==> config.mk <==
export PLATFORM = sky130hd
export DESIGN_NAME = elem_step_sequencer
export DESIGN_NICKNAME = d
export VERILOG_FILES = /design/src/rtl/elem_seq_pkg.sv /design/src/rtl/elem_side_next.sv /design/src/rtl/elem_side_track.sv /design/src/rtl/elem_seq_ctrl.sv /design/src/rtl/elem_step_sequencer.sv
export SDC_FILE = /design/constraint.sdc
export NUM_CORES = 1
export LEC_CHECK = 0
export BUFFER_PORTS_ARGS = -buffer_cell sky130_fd_sc_hd__clkbuf_2
export CAP_MARGIN = 20
export CORE_UTILIZATION = 48
export CTS_CLUSTER_SIZE = 12
export DETAILED_ROUTE_END_ITERATION = 16
export MAX_ROUTING_LAYER = met4
export PLACE_DENSITY = 0.85
export SLEW_MARGIN = 20
export SYNTH_ARGS = -nofsm -noshare
export SYNTH_HDL_FRONTEND = slang
export SYNTH_SLANG_ARGS = --single-unit
==> constraint.sdc <==
create_clock -name clk -period 2.5 [get_ports clk]
set_clock_uncertainty 0.15 [all_clocks]
set_input_delay 0 -clock clk [delete_from_list [all_inputs] [get_ports clk]]
set_output_delay 0 -clock clk [all_outputs]
set_load 0.01 [all_outputs]
==> src/rtl/elem_seq_pkg.sv <==
package elem_seq_pkg;

    // Controller states
    typedef enum logic [1:0] {
        ST_IDLE   = 2'd0,
        ST_SWEEP  = 2'd1,
        ST_PAUSE  = 2'd2,
        ST_FINISH = 2'd3
    } seq_state_e;

    // Number of independent index sides (source, destination)
    localparam int NUM_SIDES = 2;
    localparam int SIDE_SRC  = 0;
    localparam int SIDE_DST  = 1;

endpackage

==> src/rtl/elem_side_next.sv <==
// Combinational successor of one (element, sub-element) position.
module elem_side_next #(
    parameter int EW = 7,
    parameter int SW = 2
) (
    input  logic [EW-1:0] cur_elem,
    input  logic [SW-1:0] cur_sub,
    input  logic [EW-1:0] elem_last,
    input  logic [SW-1:0] sub_last,
    input  logic          sub_outer,
    output logic [EW-1:0] nxt_elem,
    output logic [SW-1:0] nxt_sub,
    output logic          at_last
);

    logic elem_wrap;
    logic sub_wrap;

    always_comb begin
        elem_wrap = (cur_elem == elem_last);
        sub_wrap  = (cur_sub == sub_last);
        at_last   = elem_wrap && sub_wrap;
        nxt_elem  = cur_elem;
        nxt_sub   = cur_sub;
        if (!sub_outer) begin
            // element outer, sub-element inner
            if (sub_wrap) begin
                nxt_sub  = '0;
                nxt_elem = cur_elem + EW'(1);
            end else begin
                nxt_sub  = cur_sub + SW'(1);
            end
        end else begin
            // sub-element outer, element inner
            if (elem_wrap) begin
                nxt_elem = '0;
                nxt_sub  = cur_sub + SW'(1);
            end else begin
                nxt_elem = cur_elem + EW'(1);
            end
        end
    end

endmodule

==> src/rtl/elem_side_track.sv <==
// Position register for one side, saturating on its final pair.
module elem_side_track #(
    parameter int EW = 7,
    parameter int SW = 2
) (
    input  logic          clk,
    input  logic          rst_n,
    input  logic          load,
    input  logic          clear,
    input  logic          advance,
    input  logic [EW-1:0] load_elem,
    input  logic [SW-1:0] load_sub,
    input  logic [EW-1:0] elem_last,
    input  logic [SW-1:0] sub_last,
    input  logic          sub_outer,
    output logic [EW-1:0] elem,
    output logic [SW-1:0] sub,
    output logic          at_last
);

    logic [EW-1:0] nxt_elem;
    logic [SW-1:0] nxt_sub;

    elem_side_next #(.EW(EW), .SW(SW)) u_next (
        .cur_elem  (elem),
        .cur_sub   (sub),
        .elem_last (elem_last),
        .sub_last  (sub_last),
        .sub_outer (sub_outer),
        .nxt_elem  (nxt_elem),
        .nxt_sub   (nxt_sub),
        .at_last   (at_last)
    );

    always_ff @(posedge clk) begin
        if (!rst_n) begin
            elem <= '0;
            sub  <= '0;
        end else if (clear) begin
            elem <= '0;
            sub  <= '0;
        end else if (load) begin
            elem <= load_elem;
            sub  <= load_sub;
        end else if (advance && !at_last) begin
            elem <= nxt_elem;
            sub  <= nxt_sub;
        end
    end

    // an advance on a non-final pair moves the position
    p_advance_moves_r6: assert property (@(posedge clk) disable iff (!rst_n)
        (advance && !at_last && !clear && !load) |=> ({elem, sub} != $past({elem, sub})));

    // a side on its final pair holds while the other side runs
    p_final_holds_r10: assert property (@(posedge clk) disable iff (!rst_n)
        (advance && at_last && !clear && !load) |=> $stable({elem, sub}));

endmodule

==> src/rtl/elem_seq_ctrl.sv <==
// Loop controller: IDLE, SWEEP, PAUSE, FINISH.
module elem_seq_ctrl
    import elem_seq_pkg::*;
(
    input  logic       clk,
    input  logic       rst_n,
    input  logic       start,
    input  logic       step_req,
    input  logic       len_zero,
    input  logic       vert_mode,
    input  logic       both_last,
    output seq_state_e state_q,
    output logic       capture,
    output logic       load,
    output logic       clear,
    output logic       advance,
    output logic       valid,
    output logic       done
);

    seq_state_e state_d;

    // State register
    always_ff @(posedge clk) begin
        if (!rst_n) begin
            state_q <= ST_IDLE;
        end else begin
            state_q <= state_d;
        end
    end

    // Transitions
    always_comb begin
        state_d = state_q;
        unique case (state_q)
            ST_IDLE: begin
                if (start) begin
                    if (len_zero) begin
                        state_d = ST_FINISH;
                    end else if (vert_mode) begin
                        state_d = ST_PAUSE;
                    end else begin
                        state_d = ST_SWEEP;
                    end
                end
            end
            ST_SWEEP: begin
                if (both_last) begin
                    state_d = ST_FINISH;
                end
            end
            ST_PAUSE: begin
                if (step_req && both_last) begin
                    state_d = ST_FINISH;
                end
            end
            ST_FINISH: begin
                state_d = ST_IDLE;
            end
            default: begin
                state_d = ST_IDLE;
            end
        endcase
    end

    // Outputs
    always_comb begin
        capture = 1'b0;
        load    = 1'b0;
        clear   = 1'b0;
        advance = 1'b0;
        valid   = 1'b0;
        done    = 1'b0;
        unique case (state_q)
            ST_IDLE: begin
                capture = start;
                load    = start;
                clear   = start && len_zero;
            end
            ST_SWEEP: begin
                valid   = 1'b1;
                advance = 1'b1;
                clear   = both_last;
            end
            ST_PAUSE: begin
                valid   = 1'b1;
                advance = step_req;
                clear   = step_req && both_last;
            end
            ST_FINISH: begin
                done    = 1'b1;
            end
            default: begin
                valid   = 1'b0;
            end
        endcase
    end

    // done is a single-cycle pulse
    p_done_single_r13: assert property (@(posedge clk) disable iff (!rst_n)
        done |=> !done);

    // done never overlaps valid
    p_done_not_valid_r13: assert property (@(posedge clk) disable iff (!rst_n)
        !(done && valid));

    // vertical mode stays put without a step request
    p_pause_stays_r8: assert property (@(posedge clk) disable iff (!rst_n)
        (state_q == ST_PAUSE && !step_req) |=> (state_q == ST_PAUSE));

endmodule

==> src/rtl/elem_step_sequencer.sv <==
// Top: captures loop bounds and drives source and destination trackers.
module elem_step_sequencer
    import elem_seq_pkg::*;
#(
    parameter int EW = 7,
    parameter int SW = 2
) (
    input  logic          clk,
    input  logic          rst_n,
    input  logic          start,
    input  logic          step_req,
    input  logic [EW-1:0] vec_len,
    input  logic [SW-1:0] sub_len_m1,
    input  logic          src_sub_outer,
    input  logic          dst_sub_outer,
    input  logic          vert_mode,
    input  logic [EW-1:0] resume_src,
    input  logic [SW-1:0] resume_ssub,
    input  logic [EW-1:0] resume_dst,
    input  logic [SW-1:0] resume_dsub,
    output logic [EW-1:0] src_idx,
    output logic [SW-1:0] src_sub,
    output logic [EW-1:0] dst_idx,
    output logic [SW-1:0] dst_sub,
    output logic          valid,
    output logic          done
);

    localparam int NS = NUM_SIDES;

    seq_state_e        state_q;
    logic              capture;
    logic              load;
    logic              clear;
    logic              advance;
    logic              both_last;
    logic              len_zero;

    logic [EW-1:0]     len_q;
    logic [SW-1:0]     sub_last_q;
    logic [NS-1:0]     outer_q;
    logic [EW-1:0]     elem_last;

    logic [EW-1:0]     init_e [NS];
    logic [SW-1:0]     init_s [NS];
    logic [EW-1:0]     cur_e  [NS];
    logic [SW-1:0]     cur_s  [NS];
    logic [NS-1:0]     side_last;

    assign len_zero  = (vec_len == '0);
    assign elem_last = len_q - EW'(1);
    assign both_last = &side_last;

    assign init_e[SIDE_SRC] = resume_src;
    assign init_s[SIDE_SRC] = resume_ssub;
    assign init_e[SIDE_DST] = resume_dst;
    assign init_s[SIDE_DST] = resume_dsub;

    // Loop bounds and nesting, captured on an accepted start
    always_ff @(posedge clk) begin
        if (!rst_n) begin
            len_q      <= '0;
            sub_last_q <= '0;
            outer_q    <= '0;
        end else if (capture) begin
            len_q      <= vec_len;
            sub_last_q <= sub_len_m1;
            outer_q    <= {dst_sub_outer, src_sub_outer};
        end
    end

    elem_seq_ctrl u_ctrl (
        .clk       (clk),
        .rst_n     (rst_n),
        .start     (start),
        .step_req  (step_req),
        .len_zero  (len_zero),
        .vert_mode (vert_mode),
        .both_last (both_last),
        .state_q   (state_q),
        .capture   (capture),
        .load      (load),
        .clear     (clear),
        .advance   (advance),
        .valid     (valid),
        .done      (done)
    );

    for (genvar g = 0; g < NS; g++) begin : g_side
        elem_side_track #(.EW(EW), .SW(SW)) u_track (
            .clk       (clk),
            .rst_n     (rst_n),
            .load      (load),
            .clear     (clear),
            .advance   (advance),
            .load_elem (init_e[g]),
            .load_sub  (init_s[g]),
            .elem_last (elem_last),
            .sub_last  (sub_last_q),
            .sub_outer (outer_q[g]),
            .elem      (cur_e[g]),
            .sub       (cur_s[g]),
            .at_last   (side_last[g])
        );
    end

    assign src_idx = cur_e[SIDE_SRC];
    assign src_sub = cur_s[SIDE_SRC];
    assign dst_idx = cur_e[SIDE_DST];
    assign dst_sub = cur_s[SIDE_DST];

    // zero length yields done at once, without a valid cycle
    p_zero_len_done_r7: assert property (@(posedge clk) disable iff (!rst_n)
        (state_q == ST_IDLE && start && len_zero) |=> (done && !valid));

    // every loop end leaves all indices at zero
    p_end_zeroed_r9: assert property (@(posedge clk) disable iff (!rst_n)
        done |-> (src_idx == '0 && src_sub == '0 && dst_idx == '0 && dst_sub == '0));

    // paused indices do not drift
    p_pause_stable_r8: assert property (@(posedge clk) disable iff (!rst_n)
        (state_q == ST_PAUSE && !step_req) |=>
            (valid && $stable(src_idx) && $stable(src_sub) && $stable(dst_idx) && $stable(dst_sub)));

    // a start outside IDLE leaves the captured loop unchanged
    p_busy_start_ignored_r11: assert property (@(posedge clk) disable iff (!rst_n)
        (state_q != ST_IDLE && start) |=> ($stable(len_q) && $stable(sub_last_q) && $stable(outer_q)));

    // issued sub-element indices stay within the sub-vector length
    p_sub_in_range_r12: assert property (@(posedge clk) disable iff (!rst_n)
        valid |-> (src_sub <= sub_last_q && dst_sub <= sub_last_q));

endmodule

# Yosys cells after proc, flatten, opt, wreduce, memory -nomap -nowiden
# Cells that the tools add are included.
[totals]
out_inout_bits = 20
wordCells = 79
inputBits = 34
register_bits = 31
[classes]
n_addsub = 5
mux = 31
n_reduce_logical = 22
n_bitwise = 1
eq_ne = 12
[ops]
columns = ["cell", "count"]
rows = [
  ["7-bit 2-to-1 mux", 10],
  ["2-bit 2-to-1 mux", 15],
  ["7-bit by 1-bit adder with 7-bit output (second input constant)", 2],
  ["7-bit equality test", 2],
  ["2-bit AND reduction", 5],
  ["2-bit case mux with 4 select lines", 1],
  ["7-bit zero test", 1],
  ["7-bit by 1-bit subtractor with 7-bit output (second input constant)", 1],
  ["1-bit logical AND", 6],
  ["3-bit by 2-bit inequality test with 1-bit output (second input constant)", 2],
  ["3-bit nonzero test", 2],
  ["2-bit by 1-bit adder with 2-bit output (second input constant)", 2],
  ["2-bit equality test", 2],
  ["2-bit equality test (second input constant)", 2],
  ["2-bit by 1-bit inequality test with 1-bit output (second input constant)", 2],
  ["2-bit nonzero test", 2],
  ["2-bit OR reduction", 2],
  ["1-bit 2-to-1 mux", 3],
  ["1-bit case mux with 3 select lines", 1],
  ["3-bit AND reduction", 1],
  ["2-bit by 1-bit equality test with 1-bit output (second input constant)", 1],
  ["1-bit zero test", 2],
  ["2-bit zero test", 1],
  ["2-bit inequality test (second input constant)", 1],
  ["2 further kinds", 2],
]

# Logic depth before layout (Yosys ltp)
# Gate-level depths: netlist of run 1.
[depth]
ltp_word = 7
depth_mapped = 11
ltp_nobuf = 9

# Modules after synthesis
# From an unflattened synthesis of run 1, not the netlist that was laid out.
[hier_totals]
cells_unflattened = 283
hier_area_um2 = 2498.6
[modules_own_cells]
columns = ["mod", "area_each_um2", "cells_each", "n_inst", "seq_area_each_um2"]
rows = [
  ["elem_side_track", 519.2, 54, 2, 180.2],
  ["elem_side_next", 350.3, 48, 2, 0.0],
  ["elem_step_sequencer", 538.0, 53, 1, 220.2],
  ["elem_seq_ctrl", 221.5, 26, 1, 40.0],
]

# Least setup slack after synthesis of run 1
# OpenSTA, ideal clock, no wires.
[synth_path]
path_type = "register -> register"
start = "register len_q[0]"
end = "register g_side[0].u_track.elem[5]"
synth_period_minus_slack_ns = 2.743
path_stages_with_launch = 11
required_time_ns = 2.227
setup_time_ns = 0.123
setup_slack_ns = -0.243
path_buffers = 2
arrival_time_ns = 2.470
path_cell_list = "dfxtp_1 -> buf_2 -> inv_1 -> ha_1 -> or3b_4 -> xnor2_1 -> nor4_4 -> nand4_2 -> o41ai_4 -> buf_6 -> nor3_2"
[synth_via]
elab_chain_len = 7
word_cells_on_any_way = 17
cone_classes = "1 x add/sub; 2 x eq/ne; 5 x mux; 9 x reduce/logical"
[synth_rtl]
columns = ["element", "line", "text"]
rows = [
  ["start, declared", "elem_step_sequencer.sv:39", "logic [EW-1:0] len_q;"],
  ["start signal, assigned", "elem_step_sequencer.sv:66", "len_q <= vec_len;"],
  ["7-bit by 1-bit subtractor with 7-bit output (*)", "elem_step_sequencer.sv:51", "assign elem_last = len_q - EW'(1);"],
  ["7-bit equality test", "elem_side_next.sv:20", "elem_wrap = (cur_elem == elem_last);"],
  ["1-bit logical AND", "elem_side_next.sv:22", "at_last = elem_wrap && sub_wrap;"],
  ["2-bit AND reduction / 1-bit zero test (equally long branches)", "elem_step_sequencer.sv:52, elem_side_track.sv:45", ""],
  ["1-bit logical AND (on tied branches)", "elem_seq_ctrl.sv:88, elem_side_track.sv:45", ""],
  ["1-bit case mux with 3 select lines / 2-bit nonzero test (equally long branches)", "n/a", ""],
  ["2-bit OR reduction (no source line) / 2-bit AND reduction (equally long branches)", "n/a", ""],
  ["end signal, assigned", "elem_side_track.sv:43", "elem <= load_elem;"],
  ["end signal, assigned", "elem_side_track.sv:46", "elem <= nxt_elem;"],
  ["end, declared", "elem_side_track.sv:16", "output logic [EW-1:0] elem,"],
]
# Every way passes the cells marked *; elsewhere a longest branch is shown, timed or not. The select of a mux whose other input is x is not followed.
# A chain may end at the register's enable or synchronous reset.

# Final worst setup path of run 1
[layout_path]
start = "register len_q[1]"
end = "register g_side[1].u_track.elem[2]"
[layout_via]
elab_chain_len = 7
word_cells_on_any_way = 17
cone_classes = "1 x add/sub; 2 x eq/ne; 5 x mux; 9 x reduce/logical"
[layout_rtl]
columns = ["element", "line"]
rows = [
  ["7-bit by 1-bit subtractor with 7-bit output (*)", "elem_step_sequencer.sv:51"],
  ["7-bit equality test", "elem_side_next.sv:20"],
  ["1-bit logical AND", "elem_side_next.sv:22"],
  ["2-bit AND reduction / 1-bit zero test (equally long branches)", "elem_step_sequencer.sv:52, elem_side_track.sv:45"],
  ["1-bit logical AND (on tied branches)", "elem_seq_ctrl.sv:88, elem_side_track.sv:45"],
  ["1-bit case mux with 3 select lines / 2-bit nonzero test (equally long branches)", "n/a"],
  ["2-bit OR reduction (no source line) / 2-bit AND reduction (equally long branches)", "n/a"],
  ["end signal, assigned", "elem_side_track.sv:43"],
  ["end signal, assigned", "elem_side_track.sv:46"],
  ["end, declared", "elem_side_track.sv:16"],
]
# Marked as above.

==> results of run 1 <==
per-stage QoR:
| step | TNS (ns) | util, % | setup slack, ns |
|---|---|---|---|
| final | -3.020 | 77.53 | -0.2290 |
| after global routing | -4.360 | 77.53 | -0.2686 |
| after CTS | -0.3936 | 75.83 | -0.05661 |
| after detailed placement | -2.935 | 61.47 | -0.2010 |
| after global placement | -0.8729 | 61.47 | -0.08684 |
| after floorplan | -2.421 | - | -0.1960 |
where the power goes:
part           total (mW)  switching, mW  internal [mW]
Clock               0.532          0.209          0.323
Sequential          0.836          0.207          0.629
Combinational        2.06           1.12          0.947
Total                3.43           1.53           1.90
cells by family after synthesis:
family,after synthesis,synth area share (%)
AO/OA/AOI/OAI,67,23.96
XOR/XNOR,22,10.06
adder cells (fa/ha/maj),8,4.574
buffers and inverters,23,4.402
flip-flops,31,28.36
multiplexers,3,1.429
AND/OR/NAND/NOR,113,27.22
path summary, 6_finish.rpt:
check | from | end | slack, ns | cells past startpoint
worst min register to register | u_ctrl.state_q[0] | u_ctrl.state_q[0] | 0.37 | 2
worst max-delay path | len_q[1] | g_side[1].u_track.elem[2] | -0.23 | 12
worst min-delay path | resume_src[2] | g_side[0].u_track.elem[2] | 0.04 | 4
worst max register to register | len_q[1] | g_side[1].u_track.elem[2] | -0.23 | 12
synthesized netlist by cell type (all sizes together), types with 2 or more instances:
| library cell | n |
|---|---|
| xnor3 | 2 |
| buf | 3 |
| clkbuf | 9 |
| or3b | 2 |
| nor4 | 9 |
| nand4 | 2 |
| and2 | 3 |
| o21ai | 7 |
| o21a | 2 |
| nor3 | 11 |
| a221oi | 7 |
| nor2b | 6 |
| nand2 | 43 |
| xor2 | 8 |
| and3 | 4 |
| a21boi | 11 |
| o31a | 3 |
| a211o | 2 |
| mux2i | 2 |
| and4 | 4 |
| nand3b | 2 |
| a211oi | 4 |
| a31oi | 6 |
| dfxtp | 31 |
| inv | 11 |
| a21oi | 11 |
| a21o | 2 |
| o221ai | 2 |
| xnor2 | 12 |
| nor2 | 14 |
| a22oi | 3 |
| ha | 8 |
| nand3 | 11 |
metal layers:
layer  vias to the layer above  global-route usage [%]  wire [um]
li1                       1208                       -          -
met1                      1211                   35.49       3016
met2                       181                   58.04       3942
met3                        53                   7.703        585
met4                         0                   19.50        380
met5                         -                       -          0
layout by cell type (no fill, tap or decap), types with 3 or more instances in the layout:
master / n
a211oi_1: 3
buf_4: 31
nor3_1: 7
ha_1: 7
nor4_1: 6
nand3_1: 10
xnor2_1: 10
a21oi_2: 4
o31a_1: 3
nand2_1: 43
xor2_1: 8
nor2_1: 14
dlygate4sd3_1: 39
o21ai_0: 7
a21boi_0: 11
and2_1: 3
nor2b_1: 4
a21oi_1: 6
and4_1: 4
clkbuf_2: 53
a31oi_1: 5
and3_1: 4
a221oi_1: 5
a22oi_1: 3
dfxtp_1: 29
clkbuf_8: 6
inv_1: 9
final cells by class:
cell class              instances  area [sq um]  area share (%)
well taps                      52         65.06           1.927
flip-flops and latches         31         623.1           18.46
clock buffers                   6         82.58           2.446
repair buffers                126         930.9           27.58
inverters                      11         41.29           1.223
clock inverters                 2         35.03           1.038
multi-input cells             213          1598           47.33
worst max-delay path: cells and delay by family, from the launching register on:
kind	cells	cell delay (ns)
flip-flops	1	0.34
AO/OA/AOI/OAI	3	0.59
buffers and inverters	4	0.53
adder cells (fa/ha/maj)	1	0.16
AND/OR/NAND/NOR	2	0.50
XOR/XNOR	2	0.32
registers in the layout, summed over array words and instances, names as in the netlist:
signal	count
g_side.u_track.sub	4
outer_q	2
sub_last_q	2
len_q	7
g_side.u_track.elem	14
u_ctrl.state_q	2
repair_timing:
action,in CTS,in global routing
gates resized for setup,13,12
pin swaps,6,4
hold endpoints to repair,29,0
buffers inserted,6,4
hold buffers,39,0
setup endpoints to repair,20,20
==> impl_metrics.py, run 1 <==
metrics = {
    "outcome": {
        "status": "finished with violations",
        "violations": "setup timing",
    },
    "die": {
        "io_pins": 54,
        "die_h_um": 69.52,
        "std_cell_rows": 24,
        "die_area_sq_um": 4833,
        "die_w_um": 69.52,
        "core_sq_um": 4354,
        "initial_core_util_pct": 50.26,
    },
    "clock_tree": {
        "cts_root_buf": "clkbuf_8",
        "cts_buffers": 5,
        "cts_buffer_depth": 2,
        "htreeDepth": 2,
        "clk_pin_slew_ns": 0.07,
        "cts_tree": "built",
        "clkLatencyLatePin_ns": 0.29,
        "clock-sinks": 31,
    },
    "timing": {
        "period_minus_slack_ns": 2.729,
        "hold_slack_ns": 0.03515,
        "timing.fmax_mhz": 366.4,
        "fin_ws_ns": -0.2290,
        "maxSlewViolCount": 0,
        "setup_violations": 20,
        "worst_pin_slew_ns": 0.4611,
        "fin_crit_sh_pct": 109.2,
        "slew_headroom_pct": 69.15,
        "rsz0062_at_grt": "yes",
        "finalHoldViolCount": 0,
    },
    "routing": {
        "drcViolationCount": 0,
        "wl_um": 7924,
        "via_count": 2653,
        "dr.pass1.iters": 6,
        "final_antenna_net_count": 0,
        "wl_per_cell_um": 17.97,
        "vias_per_cell": 6.016,
        "first_iter_violations": 281,
    },
    "pwr": {
        "fin_total_pwr_mw": 3.431,
        "p_leak_nw": 1.488,
        "vdd_ir_drop_max_mv": 0.6219,
        "pwr_density_cell_nw_per_um2": 1016,
    },
    "synth": {
        "ys_warn_count": 0,
        "synth_top_area_share_pct": 28.36,
        "synthCells": 267,
        "ys_seq_area_share_pct": 28.36,
        "synth-seq-cells": 31,
        "synth_edf_count": 0,
        "ys.flop_type": "dfxtp_1",
        "synth.distinct_cells": 51,
        "syn_nets": 309,
        "syn-mean-instance-area_sq_um": 8.196,
        "synth_top_cell_by_area": "dfxtp_1",
        "synth-async-reset-ratio_pct": 0,
        "synth_area_leaders": "dfxtp_1, nand2_1, xnor2_1",
        "syn_area_sq_um": 2188,
    },
    "global_routing": {
        "grt_pass1_vias": 2732,
        "grt_pass1_wl_um": 12600,
        "antenna_found_initial": 0,
        "grt_start_max_net_pins": 18,
        "overflow": 0,
        "track_usage_pct": 33.82,
    },
    "layout": {
        "final_layout_size_suffix_gt1_share_pct": 33.42,
        "nets": 430,
        "fin_area_sq_um": 3376,
        "syn_to_final_growth_pct": 54.26,
        "antenna_cells": 0,
        "n_fill_cell": 268,
        "instances_no_fill": 441,
    },
    "setup_path": {
        "critPathKind": "reg2reg",
        "required_ns": 2.52,
        "worstPathCellList": "inv_2 > ha_4 > xnor2_2 > buf_4 > xnor2_1 > nor4_4 > buf_4 > buf_4 > a41oi_4 > nor2b_2 > o21ai_0 > a21oi_2",
        "critPathSlowestCell": "dfxtp_2",
        "crit_top_cell": "buf_4",
        "cp.arrival_ns": 2.75,
        "cpPeakStageDelay_ns": 0.34,
        "end_kind": "register",
        "setup.worst_path.start_class": "register",
        "cp_max_fo": 5,
    },
    "place": {
        "gp_congestion": 0.8577,
        "dp_cells": 385,
        "dpl-instance-area_sq_um": 2676,
        "hpwl_um": 4396,
        "portBuffers": 53,
    },
    "worst_hold_path": {
        "hold_path_class": "in2reg",
    },
    "flow_run": {
        "maxCapViolations": 0,
    },
}
Power figures use the tool's default switching activity.
==> run 2, diff against run 1 <==
ABC_AREA = 1   (was unset)
CORE_UTILIZATION = 49   (was 48)
==> impl_metrics.py, run 2 <==
metrics = {
    "outcome": {
        "status": "finished with violations",
        "violations": "hold timing",
    },
    "synth": {
        "synth_top_cell_by_area": "dfxtp_1",
        "synth_edf_count": 0,
        "yosys-top-cells-count": "nand2_1, nor2_1, nand3_1",
        "ys.flop_type": "dfxtp_1",
        "yosysMostFrequentCell": "nand2_1",
        "synth-async-reset-ratio_pct": 0,
        "synth-seq-cells": 31,
        "syn_area_sq_um": 2402,
        "syn-mean-instance-area_sq_um": 6.208,
        "ys_seq_area_share_pct": 25.83,
        "synthCells": 387,
        "synth_area_leaders": "dfxtp_1, nand2_1, nand3_1",
        "syn_nets": 429,
        "synth.distinct_cells": 31,
        "ys_warn_count": 0,
        "synth_top_area_share_pct": 25.83,
    },
    "place": {
        "hpwl_um": 4753,
        "portBuffers": 53,
        "dp_cells": 501,
        "gp_congestion": 0.9849,
    },
    "die": {
        "die_area_sq_um": 5187,
        "die_h_um": 72.02,
        "initial_core_util_pct": 50.86,
        "die_w_um": 72.02,
        "io_pins": 54,
        "std_cell_rows": 25,
        "core_sq_um": 4723,
    },
    "pwr": {
        "pwr_density_cell_nw_per_um2": 997.1,
        "vdd_ir_drop_max_mv": 0.6089,
        "fin_total_pwr_mw": 3.129,
        "p_leak_nw": 1.454,
    },
    "setup_path": {
        "critPathKind": "reg2reg",
        "required_ns": 2.57,
        "cp.arrival_ns": 2.42,
        "cp_max_fo": 9,
        "setup.worst_path.start_class": "register",
        "end_kind": "register",
    },
    "clock_tree": {
        "cts_tree": "built",
        "clk_pin_slew_ns": 0.07,
        "clkLatencyLatePin_ns": 0.28,
        "post_cts_buffers": 0,
        "cts_root_buf": "clkbuf_8",
        "htreeDepth": 2,
        "cts_buffers": 5,
        "clock-sinks": 31,
        "cts_buffer_depth": 2,
    },
    "layout": {
        "largest_register": "g_side.u_track.elem",
        "final_layout_size_suffix_gt1_share_pct": 21.06,
        "instances_no_fill": 537,
        "final_common_cell": "nand2_1",
        "layout_common_cells": "nand2_1, nor2_1, clkbuf_2",
        "nets": 511,
        "largest_reg_flops": 14,
        "reg_top3": "g_side.u_track.elem x14, len_q x7, g_side.u_track.sub x4",
        "antenna_cells": 0,
        "syn_to_final_growth_pct": 30.63,
    },
    "routing": {
        "final_antenna_net_count": 0,
        "wl_per_cell_um": 12.64,
        "vias_per_cell": 5.212,
        "first_iter_violations": 293,
        "via_count": 2799,
        "dr.pass1.iters": 4,
        "wl_um": 6790,
        "drcViolationCount": 0,
    },
    "timing": {
        "setup_violations": 0,
        "fin_crit_sh_pct": 93.80,
        "worst_pin_slew_ns": 0.4661,
        "period_minus_slack_ns": 2.345,
        "finalHoldViolCount": 1,
        "timing.fmax_mhz": 426.4,
        "maxSlewViolCount": 0,
        "hold_slack_ns": -0.001536,
        "slew_headroom_pct": 68.86,
    },
    "worst_hold_path": {
        "hold_path_class": "in2reg",
    },
    "flow_run": {
        "maxCapViolations": 0,
    },
    "global_routing": {
        "grt_pass1_wl_um": 11060,
        "grt_start_max_net_pins": 33,
        "track_usage_pct": 27.96,
        "grt_pass1_vias": 2506,
        "antenna_found_initial": 0,
        "overflow": 0,
    },
}
-- run 2: cell types whose count changed in the layout (fill, tap and decap cells not counted), moves of 18 or more --
cell     previous run  this run
nand3_1            10        46
nand2_1            43        82
nor2_1             14        58
a21oi_1             6        24
inv_1               9        43
buf_4              31         3
-- run 2: layer usage --
layer / up-vias / GRT usage (%) / wire length [um]
met5: - / - / 0
met3: 21 / 4.722 / 369
li1: 1410 / - / -
met1: 1277 / 31.70 / 2818
met4: 0 / 11.33 / 193
met2: 91 / 48.95 / 3408
-- run 2: worst paths after layout --
path / start / endpoint / slack (ns) / depth (start not counted)
worst max register to register: len_q[1] / g_side[0].u_track.elem[0] / 0.15 / 16
worst min register to register: len_q[5] / len_q[5] / 0.37 / 2
worst min-delay path: resume_dst[1] / g_side[1].u_track.elem[1] / -0.002 / 7
worst max-delay path: len_q[1] / g_side[0].u_track.elem[0] / 0.15 / 16
-- run 2: final cells by class --
cell class                 count  area [sq um]
multi-input combinational    301          1594
tap                           67         83.83
clock buffer                   8         100.1
sequential                    31         621.8
inverter                      47         180.2
timing repair buffer          83         558.0
fill                         429          1585
-- run 2: cells by family after synthesis --
group,after synthesis,share of synthesized area [%]
AOI/OAI and AO/OA,55,13.28
xor gates and xnor gates,14,5.104
adders and majority gates,8,4.167
buffers and inverters,56,9.323
DFF,31,25.83
and+or+nand+nor,223,42.29
-- run 2: per-stage QoR --
step / setup TNS (ns) / instance area, sq um / worst slack [ns] / hold WS (ns) / utilization [%]
3_3_place_gp: 0 / 2726 / 0.1348 / 0.09745 / 57.72
4_1_cts: 0 / 3097 / 0.01493 / 0.001379 / 65.56
2_1_floorplan: 0 / 2402 / 0.2937 / -0.01163 / -
5_1_grt: -0.01327 / 3138 / -0.01009 / 0.03761 / 66.44
6_report: 0 / 3138 / 0.1549 / -0.001536 / 66.44
3_5_place_dp: 0 / 2726 / 0.05295 / 0.1033 / 57.72
-- run 2: what timing repair did --
action | CTS | global route
hold endpoints to repair | 19 | 0
resized for setup | 0 | 8
setup endpoints to repair | 0 | 22
hold buffers | 27 | 0
-- run 2: where the power goes --
part           leakage (nW)  internal (mW)  switching [mW]
clock network        0.0515          0.251           0.185
logic                  1.15          0.701            1.19
registers             0.254          0.625           0.172
-- run 2: worst max-delay path, cell delays in order, from the launching register on --
cell and delay, ns:
dfxtp_1 0.37, inv_1 0.10, ha_4 0.29, nor2_1 0.04, nor2_1 0.10, nand2_1 0.07, nor2_1 0.11, nand3_1 0.09
nor2_2 0.18, nand3_2 0.14, nand2_1 0.13, nand2_4 0.10, nand2_4 0.13, nand2_1 0.06, o21ai_1 0.07, inv_1 0.06
nor2_2 0.09
